[config.mk]
export PLATFORM = sky130hd
export DESIGN_NAME = lane_traffic_gen
export DESIGN_NICKNAME = d
export VERILOG_FILES = /design/src/rtl/ltg_pkg.sv /design/src/rtl/ltg_cfg.sv /design/src/rtl/ltg_seq.sv /design/src/rtl/ltg_count.sv /design/src/rtl/ltg_pack.sv /design/src/rtl/lane_traffic_gen.sv
export SDC_FILE = /design/constraint.sdc
export NUM_CORES = 1
export LEC_CHECK = 0
export CORE_AREA = 2 2 127 129
export CTS_CLUSTER_DIAMETER = 50
export DETAILED_ROUTE_END_ITERATION = 12
export DIE_AREA = 0 0 129 131
export GPL_ROUTABILITY_DRIVEN = 0
export GPL_TIMING_DRIVEN = 1
export PLACE_DENSITY = 0.81
export REMOVE_ABC_BUFFERS = 1
export SLEW_MARGIN = 10
export SYNTH_ARGS = -nofsm -noshare
export SYNTH_HDL_FRONTEND = slang
export SYNTH_HIERARCHICAL = 1
export SYNTH_SLANG_ARGS = --single-unit
export TNS_END_PERCENT = 10
[constraint.sdc]
create_clock -name clk -period 2.3 [get_ports clk]
set_input_delay 0.69 -clock clk [delete_from_list [all_inputs] [get_ports clk]]
set_output_delay 0.69 -clock clk [all_outputs]
set_load 0.02 [all_outputs]
[src/rtl/ltg_pkg.sv]
package ltg_pkg;

  // fixed sample-word layout (receivers decode these positions)
  localparam int WORD_W = 64;
  localparam int ID_W   = 5;
  localparam int BCNT_W = 27;
  localparam int WCNT_W = 32;

  typedef logic [BCNT_W-1:0] bcnt_t;
  typedef logic [WCNT_W-1:0] wcnt_t;

  typedef struct packed {
    logic [ID_W-1:0] id;
    bcnt_t           bcnt;
    wcnt_t           wcnt;
  } lane_word_t;

  function automatic lane_word_t make_word(input int unsigned lane,
                                           input bcnt_t b, input wcnt_t w);
    lane_word_t r;
    r.id   = ID_W'(lane);
    r.bcnt = b;
    r.wcnt = w;
    return r;
  endfunction

endpackage

[src/rtl/ltg_cfg.sv]
// Holds mode and burst length; the registers follow the inputs only while
// the generator is idle, and the effective value bypasses on that cycle.
module ltg_cfg #(
  parameter int LEN_W = 8
) (
  input  logic             clk,
  input  logic             rst,
  input  logic             load,
  input  logic             mode_in,
  input  logic [LEN_W-1:0] len_in,
  output logic             mode_eff,
  output logic [LEN_W-1:0] len_eff
);
  logic             mode_q;
  logic [LEN_W-1:0] len_q;
  logic [LEN_W-1:0] len_fix;

  assign len_fix  = (len_in == '0) ? LEN_W'(1) : len_in;
  assign mode_eff = load ? mode_in : mode_q;
  assign len_eff  = load ? len_fix : len_q;

  always_ff @(posedge clk) begin
    if (rst) begin
      mode_q <= 1'b0;
      len_q  <= LEN_W'(1);
    end else if (load) begin
      mode_q <= mode_in;
      len_q  <= len_fix;
    end
  end
endmodule

[src/rtl/ltg_seq.sv]
// Beat sequencer: owns valid and the burst markers.
module ltg_seq #(
  parameter int LEN_W = 8
) (
  input  logic             clk,
  input  logic             rst,
  input  logic             en,
  input  logic             rdy,
  input  logic             cont,
  input  logic [LEN_W-1:0] len,
  input  logic [LEN_W-1:0] idx,
  output logic             vld,
  output logic             sob,
  output logic             eob,
  output logic             load,
  output logic             fire
);
  localparam int XW = LEN_W + 1;

  logic vld_q, sob_q, eob_q;
  logic len_one;
  logic next_last;

  assign len_one   = (len == LEN_W'(1));
  // the beat after the current one is the last when idx + 2 == len
  assign next_last = (({1'b0, idx} + XW'(2)) == {1'b0, len});

  always_ff @(posedge clk) begin
    if (rst) begin
      vld_q <= 1'b0;
      sob_q <= 1'b0;
      eob_q <= 1'b0;
    end else if (!vld_q) begin
      if (en) begin
        vld_q <= 1'b1;
        sob_q <= !cont;
        eob_q <= !cont && len_one;
      end
    end else if (rdy) begin
      if (cont) begin
        vld_q <= en;
        sob_q <= 1'b0;
        eob_q <= 1'b0;
      end else if (eob_q) begin
        vld_q <= en;
        sob_q <= en;
        eob_q <= en && len_one;
      end else begin
        vld_q <= 1'b1;
        sob_q <= 1'b0;
        eob_q <= next_last;
      end
    end
  end

  assign vld  = vld_q;
  assign sob  = sob_q;
  assign eob  = eob_q;
  assign load = !vld_q;
  assign fire = vld_q && rdy;
endmodule

[src/rtl/ltg_count.sv]
// Position-in-burst, burst and word counters for the presented beat.
module ltg_count
  import ltg_pkg::*;
#(
  parameter int LEN_W = 8
) (
  input  logic             clk,
  input  logic             rst,
  input  logic             fire,
  input  logic             cont,
  input  logic             last,
  output logic [LEN_W-1:0] idx,
  output bcnt_t            bcnt,
  output wcnt_t            wcnt
);
  always_ff @(posedge clk) begin
    if (rst) begin
      idx  <= '0;
      bcnt <= bcnt_t'(1);
      wcnt <= wcnt_t'(1);
    end else if (fire) begin
      wcnt <= wcnt + wcnt_t'(1);
      if (!cont) begin
        if (last) begin
          idx  <= '0;
          bcnt <= bcnt + bcnt_t'(1);
        end else begin
          idx <= idx + LEN_W'(1);
        end
      end
    end
  end
endmodule

[src/rtl/ltg_pack.sv]
// Places one self-describing word on every lane.
module ltg_pack
  import ltg_pkg::*;
#(
  parameter int LANES = 4
) (
  input  bcnt_t                     bcnt,
  input  wcnt_t                     wcnt,
  output logic [LANES*WORD_W-1:0]   data
);
  for (genvar l = 0; l < LANES; l++) begin : g_lane
    assign data[l*WORD_W +: WORD_W] = make_word(l, bcnt, wcnt);
  end
endmodule

[src/rtl/lane_traffic_gen.sv]
module lane_traffic_gen
  import ltg_pkg::*;
#(
  parameter int LANES = 4,
  parameter int LEN_W = 8
) (
  input  logic                    clk,
  input  logic                    rst,
  input  logic                    en_i,
  input  logic                    cont_mode_i,
  input  logic [LEN_W-1:0]        burst_len_i,
  input  logic                    rdy_i,
  output logic                    vld_o,
  output logic                    sob_o,
  output logic                    eob_o,
  output logic [LANES*WORD_W-1:0] data_o
);
  logic             load, fire, cont;
  logic [LEN_W-1:0] len, idx;
  bcnt_t            bcnt;
  wcnt_t            wcnt;

  ltg_cfg #(.LEN_W(LEN_W)) u_cfg (
    .clk(clk), .rst(rst), .load(load),
    .mode_in(cont_mode_i), .len_in(burst_len_i),
    .mode_eff(cont), .len_eff(len)
  );

  ltg_seq #(.LEN_W(LEN_W)) u_seq (
    .clk(clk), .rst(rst), .en(en_i), .rdy(rdy_i),
    .cont(cont), .len(len), .idx(idx),
    .vld(vld_o), .sob(sob_o), .eob(eob_o),
    .load(load), .fire(fire)
  );

  ltg_count #(.LEN_W(LEN_W)) u_cnt (
    .clk(clk), .rst(rst), .fire(fire), .cont(cont), .last(eob_o),
    .idx(idx), .bcnt(bcnt), .wcnt(wcnt)
  );

  ltg_pack #(.LANES(LANES)) u_pack (
    .bcnt(bcnt), .wcnt(wcnt), .data(data_o)
  );
endmodule

; Word-level counts from Yosys, hierarchy flattened
; Index checks and enable logic that the tools add are counted.
[word_totals]
in_bits = 13
mem_bits_rw = 0
out_inout_bits = 259
n_memories = 0
regBits = 79
latch_bits = 0
rom_bits = 0
[op_classes]
n_reduce_logical = 9
n_addsub = 4
shift = 0
n_eq_ne = 3
div = 0
muxes = 19
bitwise = 1
n_lt_le_gt_ge = 0
mul = 0
[op_table]
columns = cell, count
row1 = $add A32 B1 Y32 const B, 1
row2 = $add A27 B1 Y27 const B, 1
row3 = $mux W8, 3
row4 = $mux W1, 16
row5 = $add A8 B2 Y9 const B, 1
row6 = $eq A9 B8 Y1, 1
row7 = $add A8 B1 Y8 const B, 1
row8 = $eq A8 B1 Y1 const B, 1
row9 = $logic_not A8 Y1, 1
row10 = $reduce_and A2 Y1, 2
row11 = $logic_and A1 B1 Y1, 3
row12 = $reduce_and A3 Y1, 1
row13 = $ne A2 B2 Y1 const B, 1
row14 = $reduce_bool A2 Y1, 1
row15 = $logic_not A1 Y1, 1
row16 = $not A1 Y1, 1

; Depth between registers and ports, before layout
[depth]
ltp_word = 9
depth_mapped = 8
depth_no_buf = 7

; By module
; Netlist, hierarchy kept.
[by_module_without_submodules]
columns = mod, cells_each, area_per_inst_um2, n_inst, seq_area_each_um2
row1 = ltg_count, 358, 3072.9, 1, 1341.3
row2 = ltg_pack, 258, 1929.4, 1, 0.0
row3 = ltg_seq, 52, 385.4, 1, 60.1
row4 = ltg_cfg, 32, 375.4, 1, 180.2

; Least setup slack after synthesis
; Ideal clock, no wire load.
[synth_path]
path_kind = input -> register
start = input port rdy_i
end = register u_cnt.wcnt[28]
required_time_ns = 2.230
setup_ns = 0.070
path_stages = 7
path_slack_ns = -0.096
t_arrival_ns = 2.325
cell_sequence = and2_2 buf_4 nand4_2 or4_4 buf_6 or4_1 a21oi_1
[synth_via]
elab_chain_cells = 1
[synth_rtl]
columns = item, line
row1 = from (decl), lane_traffic_gen.sv:12  ; input logic rdy_i,
row2 = $logic_and A1 B1 Y1, ltg_seq.sv:60  ; assign fire = vld_q && rdy;
row3 = to (signal assigned), ltg_count.sv:20  ; wcnt <= wcnt_t'(1);
row4 = to (signal assigned), ltg_count.sv:22  ; wcnt <= wcnt + wcnt_t'(1);
row5 = to (decl), ltg_count.sv:14  ; output wcnt_t wcnt
; Every way passes these cells.
; A chain may end at the register's enable or synchronous reset.

; Final worst setup path
[layout_path]
start = input port rdy_i
end = register u_cnt.wcnt[31]
[layout_via]
elab_chain_cells = 1
[layout_rtl]
columns = item, line
row1 = $logic_and A1 B1 Y1, ltg_seq.sv:60
row2 = via fire, lane_traffic_gen.sv:18  ; logic load, fire, cont;
; The timed path passes the listed nets, and every way through them passes these cells.

==> flow_summary.json <==
{
  "outcome": "finished clean",
  "rsz0062_at_grt": "yes",
  "register_area_um2": 1580,
  "instances_no_fill": 954,
  "crit_path_arrival_time_ps": 2550,
  "grt_pass1_vias": 3854,
  "ff2ff_setup_slack_ps": 200,
  "yosys.area.top_type": "sky130_fd_sc_hd__buf_4",
  "synth-edff-count": 0,
  "vias_per_cell": 4.66,
  "crit_start": "rdy_i",
  "total_leakage_power_nw": 2.51,
  "finish.net_count": 750,
  "cts_root_buf": "sky130_fd_sc_hd__clkbuf_16",
  "syn_avg_cell_area_um2": 8.23,
  "rr_endpoint": "u_cnt/wcnt[31]",
  "total_area_of_multi_input_combinational_cells_um2": 2240,
  "total_instance_count_after_detailed_placement": 937,
  "initial_utilization_pct": 36.9,
  "grt_use_total_pct": 14.5,
  "final_layout_size_suffix_gt1_share_pct": 10.4,
  "cts_tree": "built",
  "fill_cells": 1480,
  "max-vdd-ir-drop_mv": 0.378,
  "top_post_synthesis_cells_by_count": "sky130_fd_sc_hd__buf_4, sky130_fd_sc_hd__dfxtp_1, sky130_fd_sc_hd__nor2_1",
  "floorplan.core_area_um2": 15600,
  "synth_top_area_share_pct": 33.5,
  "grt_antenna_before_repair": 0,
  "report.power.total_w": 0.00312,
  "register_bit_count_reported_by_yosys": 79,
  "postRouteWirelength_mm": 12.9,
  "slew_viol_final": 0,
  "critical_path.max_fanout": 17,
  "grt_start_max_net_pins": 33,
  "pre_cts_ws_ps": -627,
  "ys_warn_count": 6,
  "port-buffer-count": 251,
  "max_cap_viol_count": 0,
  "cp.required_ps": 2570,
  "finalClockSkew_ps": 7.09,
  "drt-initial-drc-count": 260,
  "finalSetupTns_ps": 0,
  "postLayoutSetupSlackWorst_ps": 18.1,
  "crit_path_start_kind": "input pin",
  "remaining_drc_errors": 0,
  "die-height_um": 131,
  "timing.final.crit_period_ps": 2280,
  "holdBufCountCts": 0,
  "finalHoldWorstSlack_ps": 527,
  "postSynthCellCount": 700,
  "cpMaxStageDelayCell": "sky130_fd_sc_hd__or4_4",
  "critical_path.cell_chain": "dlygate4sd2_1 > and2_4 > nand4_4 > or4_4 > buf_6 > or4_1 > a21oi_1",
  "clkLatencyLatePin_ps": 330,
  "dp.final_hpwl_mm": 9.53,
  "r2r-start": "u_seq/vld",
  "hold_path_class": "reg2reg",
  "cts.sink_count": 79,
  "vias": 4447,
  "drt-wirelength-per-cell_um": 13.5,
  "post_synth_main_area_contributors": "sky130_fd_sc_hd__buf_4, sky130_fd_sc_hd__dfxtp_1, sky130_fd_sc_hd__xor2_1",
  "finalSetupViolations": 0,
  "netlist-cell-type-count": 45,
  "grt_pass1_wl_mm": 19.5,
  "grt-ovfl-total": 0,
  "chipWidth_um": 129,
  "max_stage_delay_ps": 540,
  "antenna_violating_nets_post_route": 0,
  "dieArea_um2": 16900,
  "cts_max_level": 3,
  "synthMostInstantiatedCell": "sky130_fd_sc_hd__buf_4",
  "finalHoldViolCount": 0,
  "synth-async-reset-ratio_pct": 0,
  "worstSetupPathType": "in2reg",
  "category_of_the_worst_setup_path_capture_point": "register",
  "post_synth_instance_area_um2": 5760,
  "synth_flop_cell": "sky130_fd_sc_hd__dfxtp_1",
  "power_density_nw_per_um2": 434,
  "setup.worst_path.end": "u_cnt/wcnt[31]",
  "numCtsBuffers": 9,
  "io_pins": 272,
  "number_of_setup_buffers_added_after_cts": 0,
  "synth_seq_area_share_pct": 27.4,
  "finalCritPeriodShare_pct": 99.2,
  "rows": 46,
  "antenna_cells": 0,
  "clk_transition_reported_paths_ps": 60,
  "areaGrowthSynthToFinish_pct": 24.8,
  "clock_path_buffers": 2,
  "detail_route.first_pass.iterations": 4,
  "max_freq_ghz": 0.438,
  "ff2ff_path_depth": 6
}
## worst max-delay path: cells and delay by family
| family | cells | cell delay [ps] |
|---|---|---|
| buf+inv | 2 | 400 |
| simple gates | 4 | 1300 |
| compound gates | 1 | 140 |
## repair_timing
action                     in CTS  in global routing
pin swaps                       1                  2
gates cloned                    1                  0
resized for setup               8                 10
setup endpoints to repair      40                 24
## sequential cells by signal, summed over array words and instances (netlist names)
register	cells
u_cnt/bcnt	27
u_seq/vld	1
u_cfg/len_q	8
u_seq/sob	1
u_seq/eob	1
u_cnt/idx	8
u_cfg/mode_q	1
u_cnt/wcnt	32
## area by class of cell
| cell class | instances | share of cell area (%) |
|---|---|---|
| clock inverter | 6 | 0.957 |
| clock buffer | 10 | 3.32 |
| inverter | 12 | 0.627 |
| multi-input combinational | 351 | 31.1 |
| tap | 216 | 3.76 |
| timing repair buffer | 280 | 38.2 |
| sequential | 79 | 22.0 |
## worst min path at each step
stage               slack, ps      startpoint              to  cells after the start
floorplan                 460  u_cfg/len_q[0]  u_cfg/len_q[0]                      2
global placement          480  u_cfg/len_q[0]  u_cfg/len_q[0]                      2
detailed placement        490  u_cfg/len_q[0]  u_cfg/len_q[0]                      2
CTS                       510  u_cfg/len_q[0]  u_cfg/len_q[0]                      2
global route              570  u_cnt/bcnt[26]  u_cnt/bcnt[26]                      2
finish                    530  u_cfg/len_q[0]  u_cfg/len_q[0]                      2
## metal layers
| metal | GRT usage (%) | share of wire [%] | vias up |
|---|---|---|---|
| met4 | 3.32 | 0.75 | 0 |
| met3 | 3.22 | 5.7 | 10 |
| li1 | - | - | 2176 |
| met1 | 18.1 | 43 | 2097 |
| met5 | 0 | 0 | - |
| met2 | 25.5 | 51 | 164 |
## cell usage in the layout, fill, tap and decap left out, drive strengths merged, types with 13 or more instances in the layout
cell | netlist | routed
a21oi | 35 | 35
buf | 259 | 30
clkdlybuf4s50 | 0 | 248
conb | 2 | 20
dfxtp | 79 | 79
inv | 12 | 13
mux2 | 14 | 14
nand2 | 22 | 22
nand3 | 20 | 20
nand4 | 21 | 21
nor2 | 41 | 41
o21ai | 22 | 22
o31ai | 14 | 14
or3 | 20 | 20
or4 | 16 | 17
xor2 | 22 | 22
## cells by family (layout without fill, tap and decap cells)
group / Yosys count / in the layout / synth area share (%)
buffers and inverters: 289 / 308 / 35.8
AND/OR/NAND/NOR: 196 / 197 / 19.3
flip-flops: 79 / 79 / 27.4
AO/OA/AOI/OAI: 78 / 78 / 7.84
XOR/XNOR: 33 / 33 / 5.02
multiplexers: 19 / 19 / 3.60
adder cells (fa/ha/maj): 4 / 4 / 0.868
other: 2 / 20 / 0.130
## report_power, final
| part | total, W | switching [W] | internal [W] |
|---|---|---|---|
| clock | 0.00147 | 0.000594 | 0.000876 |
| combinational | 0.000255 | 0.000146 | 0.000109 |
| sequential | 0.00139 | 0.00000922 | 0.00139 |
## per-stage QoR
step	util, %	instance area [um^2]
floorplan	-	3810
global placement	43.7	6820
detailed placement	43.7	6820
CTS	45.9	7150
global route	46.1	7190
finish	46.1	7190
No activity file was read; power rests on OpenSTA's default activity.
